**config.mk**
```make
export PLATFORM = sky130hd
export DESIGN_NAME = lzc_norm
export DESIGN_NICKNAME = d
export VERILOG_FILES = /design/src/rtl/lzc_pkg.sv /design/src/rtl/pfx_or_net.sv /design/src/rtl/lz_merge.sv /design/src/rtl/lz_tree.sv /design/src/rtl/lzc_norm.sv
export SDC_FILE = /design/constraint.sdc
export NUM_CORES = 1
export LEC_CHECK = 0
export BUFFER_PORTS_ARGS = -buffer_cell sky130_fd_sc_hd__buf_2
export CAP_MARGIN = 40
export CORE_AREA = 2 2 65 67
export CTS_BUF_LIST = sky130_fd_sc_hd__clkbuf_16
export DETAILED_ROUTE_END_ITERATION = 8
export DIE_AREA = 0 0 67 69
export PLACE_DENSITY = 0.83
export SLEW_MARGIN = 30
export SYNTH_ARGS = -nofsm -noshare
export SYNTH_HDL_FRONTEND = slang
export SYNTH_HIERARCHICAL = 1
export SYNTH_SLANG_ARGS = --single-unit
```
**constraint.sdc**
```tcl
create_clock -name clk -period 0.8 [get_ports clk]
set_input_delay 0.16 -clock clk [delete_from_list [all_inputs] [get_ports clk]]
set_output_delay 0.16 -clock clk [all_outputs]
set_load 0.05 [all_outputs]
```
**src/rtl/lzc_pkg.sv**
```systemverilog
package lzc_pkg;
  // Width of a leading-zero count for a word of the given size.
  function automatic int count_width(input int width);
    return $clog2(width) + 1;
  endfunction
endpackage

```
**src/rtl/pfx_or_net.sv**
```systemverilog
// Prefix OR, r[0] is highest priority: p[i] = |r[0..i].
// Recursive pair-combine / fill-in structure: linear gates, log depth.
module pfx_or_net #(
  parameter int N = 32
) (
  input  logic [N-1:0] r,
  output logic [N-1:0] p
);
  generate
    if (N == 1) begin : g_leaf
      assign p = r;
    end else begin : g_node
      localparam int H = N / 2;
      logic [H-1:0] pair_or;
      logic [H-1:0] pair_pfx;
      for (genvar j = 0; j < H; j++) begin : g_pair
        assign pair_or[j] = r[2*j] | r[2*j+1];
      end
      pfx_or_net #(.N(H)) u_sub (.r(pair_or), .p(pair_pfx));
      for (genvar j = 0; j < H; j++) begin : g_fill
        assign p[2*j+1] = pair_pfx[j];
        if (j == 0) begin : g_first
          assign p[0] = r[0];
        end else begin : g_rest
          assign p[2*j] = pair_pfx[j-1] | r[2*j];
        end
      end
    end
  endgenerate
endmodule

```
**src/rtl/lz_merge.sv**
```systemverilog
// Combines the counts of two halves. The top bit of the upper count
// signals an empty upper half; then the result is H + lower count,
// formed with a half adder on the lower count's top bit.
module lz_merge #(
  parameter int KH = 2
) (
  input  logic [KH-1:0] cnt_up,
  input  logic [KH-1:0] cnt_lo,
  output logic [KH:0]   cnt
);
  function automatic logic [KH:0] merge(input logic [KH-1:0] up,
                                        input logic [KH-1:0] lo);
    if (up[KH-1])
      return {lo[KH-1], ~lo[KH-1], lo[KH-2:0]};
    else
      return {1'b0, up};
  endfunction

  assign cnt = merge(cnt_up, cnt_lo);
endmodule

```
**src/rtl/lz_tree.sv**
```systemverilog
// Recursive leading-zero counter; x[N-1] is the most significant bit.
module lz_tree #(
  parameter int N = 16,
  localparam int CW = $clog2(N) + 1
) (
  input  logic [N-1:0]  x,
  output logic [CW-1:0] cnt
);
  generate
    if (N == 2) begin : g_base
      assign cnt = {~x[1] & ~x[0], ~x[1] & x[0]};
    end else begin : g_split
      localparam int H  = N / 2;
      localparam int KH = $clog2(H) + 1;
      logic [KH-1:0] c_up;
      logic [KH-1:0] c_lo;
      lz_tree  #(.N(H))   u_up (.x(x[N-1:H]), .cnt(c_up));
      lz_tree  #(.N(H))   u_lo (.x(x[H-1:0]), .cnt(c_lo));
      lz_merge #(.KH(KH)) u_mg (.cnt_up(c_up), .cnt_lo(c_lo), .cnt(cnt));
    end
  endgenerate
endmodule

```
**src/rtl/lzc_norm.sv**
```systemverilog
// Leading-zero counter with prefix-OR mask. WIDTH is a power of two, >= 4.
module lzc_norm
  import lzc_pkg::*;
#(
  parameter int WIDTH   = 32,
  parameter bit REG_OUT = 1'b1,
  localparam int CW = count_width(WIDTH),
  localparam int H  = WIDTH / 2,
  localparam int KH = count_width(H)
) (
  input  logic             clk,
  input  logic             rst_n,
  input  logic [WIDTH-1:0] vec_i,
  output logic [WIDTH-1:0] mask_o,
  output logic [CW-1:0]    cnt_o
);
  // ---------------- prefix-OR mask ----------------
  logic [WIDTH-1:0] rev_vec;
  logic [WIDTH-1:0] rev_pfx;
  logic [WIDTH-1:0] mask_c;

  for (genvar i = 0; i < WIDTH; i++) begin : g_rev
    assign rev_vec[i]          = vec_i[WIDTH-1-i];
    assign mask_c[WIDTH-1-i]   = rev_pfx[i];
  end

  pfx_or_net #(.N(WIDTH)) u_pfx (.r(rev_vec), .p(rev_pfx));

  // ---------------- binary count ----------------
  logic [KH-1:0] cnt_up;
  logic [KH-1:0] cnt_lo;
  logic [CW-1:0] cnt_c;
  logic          upper_zero;   // named event: upper half empty

  lz_tree  #(.N(H))   u_up (.x(vec_i[WIDTH-1:H]), .cnt(cnt_up));
  lz_tree  #(.N(H))   u_lo (.x(vec_i[H-1:0]),     .cnt(cnt_lo));
  lz_merge #(.KH(KH)) u_mg (.cnt_up(cnt_up), .cnt_lo(cnt_lo), .cnt(cnt_c));

  assign upper_zero = cnt_up[KH-1];

  // ---------------- optional output register ----------------
  generate
    if (REG_OUT) begin : g_reg
      always_ff @(posedge clk or negedge rst_n) begin
        if (!rst_n) begin
          mask_o <= '0;
          cnt_o  <= '0;
        end else begin
          mask_o <= mask_c;
          cnt_o  <= cnt_c;
        end
      end

      a_r8_reg_delay: assert property (@(posedge clk) disable iff (!rst_n)
        1'b1 |=> (mask_o == $past(mask_c) && cnt_o == $past(cnt_c)))
        else $error("R8: output register does not follow previous result");
    end else begin : g_comb
      assign mask_o = mask_c;
      assign cnt_o  = cnt_c;
    end
  endgenerate

  // ---------------- assertions ----------------
  a_r1_top_bit: assert property (@(posedge clk) disable iff (!rst_n)
    mask_c[WIDTH-1] == vec_i[WIDTH-1])
    else $error("R1: mask top bit differs from input top bit");

  a_r3_mask_vs_count: assert property (@(posedge clk) disable iff (!rst_n)
    int'(cnt_c) == $countones(~mask_c))
    else $error("R3: count disagrees with mask zero positions");

  a_r4_all_zero: assert property (@(posedge clk) disable iff (!rst_n)
    (vec_i == '0) |-> (cnt_c == CW'(WIDTH) && mask_c == '0))
    else $error("R4: all-zero input not counted as WIDTH");

  a_r5_all_one: assert property (@(posedge clk) disable iff (!rst_n)
    (&vec_i) |-> (cnt_c == '0 && (&mask_c)))
    else $error("R5: all-one input gives nonzero count");

  for (genvar j = 0; j < WIDTH - 1; j++) begin : g_thermo
    a_r6_thermometer: assert property (@(posedge clk) disable iff (!rst_n)
      mask_c[j+1] |-> mask_c[j])
      else $error("R6: mask is not a thermometer at bit %0d", j);
  end

  a_r9_half_flag: assert property (@(posedge clk) disable iff (!rst_n)
    upper_zero == (vec_i[WIDTH-1:H] == '0))
    else $error("R9: upper-half flag wrong");

  a_r9_half_select: assert property (@(posedge clk) disable iff (!rst_n)
    upper_zero |-> (cnt_c == CW'(H) + CW'(cnt_lo)))
    else $error("R9: empty upper half did not add half width");
endmodule

```
==> impl_metrics.yaml, run 1 <==
timing:
  drv_slew: 0
  setup_violations: 72
  fmax_mhz: 475
  max-slew-margin-rel: 0.841
  period_share: 2.63
  hold_viol: 0
  setup_slack_ns: -1.31
  tns_ns: -35.59
  period_needed_ns: 2.11
  tightest_slew_ns: 0.238
  grt_setup_unrepaired: "yes"
route:
  detail_route.iter0.violations: 149
  antenna_left: 0
  drc: 0
  first_pass_iters: 4
  wl_mm: 8.33
  num_vias: 1997
  via_per_inst: 5.41
  wl_per_cell_um: 22.6
place:
  dp.cells: 342
  gp_congestion: 0.764
  hpwl_mm: 3.41
  post-place-ws_ns: -1.51
  portBuffers: 71
worst_hold_path:
  hold_class: "input pin to flop"
  whs_path_depth: 2
  whs_endpoint: "mask_o[31]"
  worstHoldStart: "vec_i[31]"
yosys:
  synth_area_mm2: 0.00207
  synth.avg_cell_area_um2: 10.9
  synth-adder-area-share: 0
  synth-simple-area-share: 0.360
  synth-seq-cells: 38
  synthCells: 190
  synth_compound_area_frac: 0
  yosys_warnings: 6
  synth_xor_area_frac: 0
  synth_top_family_by_area: "simple AND/OR/NAND/NOR gates"
  yosysUniqueCellTypes: 9
  ys_seq_area_frac: 0.459
  synth.mux.area_fraction: 0.156
  syn_nets: 224
critical_path:
  path_class: "input pin to flop"
  crit_path_end_kind: "flop"
  worstPathMaxFanout: 2
  startpoint_type: "input pin"
  critPathArrivalTime_ns: 2.27
  cp.required_ns: 0.96
clock_tree:
  cts_tree: "yes"
  cts_buffers: 5
  clkSinkCount: 38
  root_buffer: "clkbuf_16"
  h-tree-depth: 2
  clk_pin_slew_ns: 0.06
  clk_path_buf_depth: 2
die:
  core_area_mm2: 0.00391
  ios: 72
  die_area_mm2: 0.00462
  die_w_um: 67
  initial_core_util: 0.529
  die_h_um: 69
  rows: 23
pwr:
  ir_drop_mv: 1.21
  leakage_uw: 0.00158
  p_per_area_mw_per_mm2: 1300
global_routing:
  gr-total-overflow: 0
  grt_pass1_wl_mm: 10.5
  grt_use_total: 0.306
  grt_max_degree: 39
  grt_pass1_vias: 2071
  grt_antenna_before_repair: 0
status:
  violations: "negative setup slack"
  outcome: "finished with violations"
layout:
  drive_gt1_frac: 0.671
  multi_input_area_mm2: 0.00128
  fill_cells: 113
  fin_nets: 354
  syn_to_final_growth_pct: 76.4
  fin_cells: 369
  mostFrequentLayoutCell: "buf_6"
  antenna_cells: 0
  register_area_um2: 951
  fin_util: 0.934
  final_cell_mix: "79 x buf_6, 47 x or2_1, 38 x dfrtp_1, 26 x buf_4, 24 x mux2_4"
flow_run:
  maxCapViolations: 0
## metal layers
layer,share of wire,vias up,GRT usage
met5,0,-,0
met4,0.050,0,0.102
met3,0.065,47,0.0848
met2,0.53,120,0.534
met1,0.36,971,0.352
li1,-,859,-
## critical path: stages
cell	delay, ns
buf_6	0.09
or2_1	0.25
or2_1	0.24
or2_4	0.27
or2_4	0.26
or2_4	0.26
or2_4	0.23
or2_1	0.27
or2_1	0.23
## sequential cells by signal, summed over array words and instances (netlist names)
name,cells
cnt_o,6
mask_o,32
## cell families after synthesis
kind of cell	after synthesis
flip-flops	38
multiplexers	26
buffers and inverters	7
AND/OR/NAND/NOR	119
## how the worst max path moves through the flow
| stage | slack [ns] | startpoint | end |
|---|---|---|---|
| 2_1_floorplan | -1.32 | vec_i[30] | mask_o[1] |
| 3_3_place_gp | -1.43 | vec_i[30] | mask_o[1] |
| 3_5_place_dp | -1.51 | vec_i[30] | mask_o[1] |
| 4_1_cts | -1.18 | vec_i[30] | mask_o[1] |
| 5_1_grt | -1.32 | vec_i[29] | mask_o[1] |
| 6_report | -1.31 | vec_i[27] | mask_o[1] |
## power breakdown
part	total, uW	switching (uW)	internal [uW]
Sequential	1950	12.1	1940
Combinational	946	449	497
Clock	1840	731	1110
Total	4740	1190	3550
## area by class of cell
class	instances	area share
clock inverters	1	0.00103
clock buffers	5	0.0342
repair buffers	130	0.337
well taps	50	0.0171
flip-flops and latches	38	0.260
multi-input cells	145	0.351
## repair_timing
| item | CTS | global route |
|---|---|---|
| endpoints found under the setup margin | 72 | 72 |
| cloned | 0 | 0 |
| hold buffers | 1 | 0 |
| gates resized for setup | 118 | 34 |
| pin swaps | 15 | 23 |
| hold endpoints to repair | 38 | 0 |
| setup buffers | 14 | 11 |
## metrics by stage
stage	total power, uW	cell area, um2	hold WS, ns
finish	4740	3650	0.0887
global route	4870	3650	0.0895
CTS	4600	3490	0.0982
detailed placement	2680	2850	0.164
global placement	2660	2850	0.137
floorplan	2320	2190	-0.136
## cells in the mapped netlist
| master | count | share of area |
|---|---|---|
| dfrtp_1 | 38 | 0.46 |
| nor2b_2 | 16 | 0.068 |
| and2_1 | 15 | 0.045 |
| buf_4 | 7 | 0.025 |
| nor2_1 | 16 | 0.029 |
| nor2b_1 | 15 | 0.045 |
| mux2_2 | 18 | 0.098 |
| mux2_4 | 8 | 0.058 |
| or2_1 | 57 | 0.17 |
No activity file was read; power rests on OpenSTA's default activity.
==> inputs of run 2 (changes only) <==
- CTS_BUF_LIST: sky130_fd_sc_hd__clkbuf_16 -> unset
==> run 2 against run 1 <==
Effect of this change:
- routed wire length is 3.4% lower
- clock-buffer cell count is 1 higher
- largest cell class is now non-clock buffers
- maximum frequency is 2.7% higher
- critical path depth stayed put
- sequential share of layout area is 0.062 points higher
- design area is 0.24% lower
- combinational power is 2.6% higher
- critical endpoint unchanged
- first-iteration DRC count is 15% lower
- largest power group unchanged
- worst hold slack worse by 0.015 ns
- cell count is 0.27% higher
- die area stayed put
- the flow still finishes with violations (negative setup slack)
- non-clock buffer count is 1 higher
==> impl_metrics.yaml, run 2 (synthesized netlist as in run 1, its figures left out) <==
die:
  die_area_mm2: 0.00462
  core_area_mm2: 0.00391
  ios: 72
  rows: 23
  initial_core_util: 0.529
  die_h_um: 69
  die_w_um: 67
critical_path:
  cp.required_ns: 0.98
  worstPathMaxFanout: 2
  crit_start: "vec_i[20]"
  crit_path_end: "mask_o[1]"
  crit_path_end_kind: "flop"
  path_class: "input pin to flop"
  critPathArrivalTime_ns: 2.23
  startpoint_type: "input pin"
route:
  first_pass_iters: 4
  top_layer: "met4"
  routed-wl-met2_mm: 4.52
  wl_met3_um: 434
  num_vias: 1982
  detail_route.iter0.violations: 126
  drc: 0
  met1_length_mm: 2.79
  antenna_left: 0
  wl_mm: 8.05
  wl_per_cell_um: 21.8
  via_per_inst: 5.36
clock_tree:
  cts_tree: "yes"
  cts_buffers: 5
  root_buffer: "clkbuf_8"
  h-tree-depth: 2
  clk_pin_slew_ns: 0.07
  clkSinkCount: 38
  clk_path_buf_depth: 2
pwr:
  power.switching_uw: 1100
  p_per_area_mw_per_mm2: 1160
  p_int_uw: 3130
  ir_drop_mv: 1.03
  leakage_uw: 0.00157
  seq_power_share: 0.461
  pwr-share-clk: 0.310
  p_sw_frac: 0.260
  combPwrFrac: 0.229
layout:
  fin_nets: 355
  syn_to_final_growth_pct: 76.0
  final_cell_mix: "83 x buf_6, 48 x or2_1, 38 x dfrtp_1, 28 x buf_4, 23 x mux2_4"
  antenna_cells: 0
  top_register: "mask_o"
  drive_gt1_frac: 0.669
  fin_cells: 370
  largest_register_ffs: 32
  multi_input_area_mm2: 0.00127
  final_area_mm2: 0.00364
  fill_cells: 129
  register_area_um2: 951
  reg_top3: "mask_o: 32 flops, cnt_o: 6 flops"
  mostFrequentLayoutCell: "buf_6"
global_routing:
  grt_pass1_wl_mm: 10.4
  grt_pass1_vias: 2019
  grt_antenna_before_repair: 0
  grt_max_degree: 39
  grt_use_total: 0.306
  gr-total-overflow: 0
timing:
  period_share: 2.56
  grt_setup_unrepaired: "yes"
  tightest_slew_ns: 0.210
  fmax_mhz: 488
  setup_violations: 73
  max-slew-margin-rel: 0.859
  drv_slew: 0
  period_needed_ns: 2.05
  hold_viol: 0
  setup_slack_ns: -1.25
place:
  placed_cell_area_mm2: 0.00285
  hpwl_mm: 3.41
  portBuffers: 71
  gp_congestion: 0.764
  dp.cells: 342
worst_hold_path:
  hold_class: "input pin to flop"
status:
  outcome: "finished with violations"
  violations: "negative setup slack"
flow_run:
  maxCapViolations: 0
## run 2: worst min path at each step
stage,depth (start not counted),from,endpoint
3_5_place_dp,2,rst_n,mask_o[7]
4_1_cts,2,vec_i[30],mask_o[30]
2_1_floorplan,0,rst_n,cnt_o[0]
6_report,2,vec_i[31],mask_o[31]
3_3_place_gp,2,rst_n,mask_o[6]
5_1_grt,2,vec_i[31],mask_o[31]
## run 2: cell type report
| type | count | area share |
|---|---|---|
| clock buffer | 6 | 0.0227 |
| sequential | 38 | 0.261 |
| timing repair buffer | 131 | 0.350 |
| multi-input combinational | 145 | 0.349 |
| tap | 50 | 0.0172 |
## run 2: per-layer routing
layer  vias to the layer above  track usage
li1                        858            -
met1                       994        0.338
met2                       101        0.545
met3                        29       0.0653
met4                         0        0.136
met5                         -            0
## run 2: repair_timing
item | 4_1_cts | 5_1_grt
endpoints found under the setup margin | 71 | 72
hold buffers | 1 | 0
endpoints found under the hold margin | 38 | 0
gates resized for setup | 121 | 35
pin swaps | 14 | 19
setup buffers | 14 | 12
## run 2: per-stage QoR
stage               TNS [ns]  worst slack [ns]  total power [uW]  hold slack, ns  utilization
global route          -33.77             -1.30              4390          0.0639        0.931
global placement      -30.46             -1.43              2660           0.137        0.728
detailed placement    -32.01             -1.51              2680           0.164        0.728
floorplan             -22.63             -1.32              2320          -0.136            -
finish                -31.91             -1.25              4230          0.0738        0.931
CTS                   -28.78             -1.17              4120          0.0779        0.884
## run 2: power by group through the flow
stage	clock network (uW)	registers, uW	logic (uW)
after floorplan	0	2050	274
after global placement	0	1980	682
after detailed placement	0	1980	703
after CTS	1330	1950	835
after global routing	1440	1950	1010
final	1310	1950	971
## run 2: worst max-delay path: stages
cell and delay [ns]:
buf_8 0.09, or2_1 0.22, or2_1 0.27, or2_1 0.24
or2_4 0.27, or2_4 0.24, or2_4 0.25, or2_1 0.26
or2_1 0.23
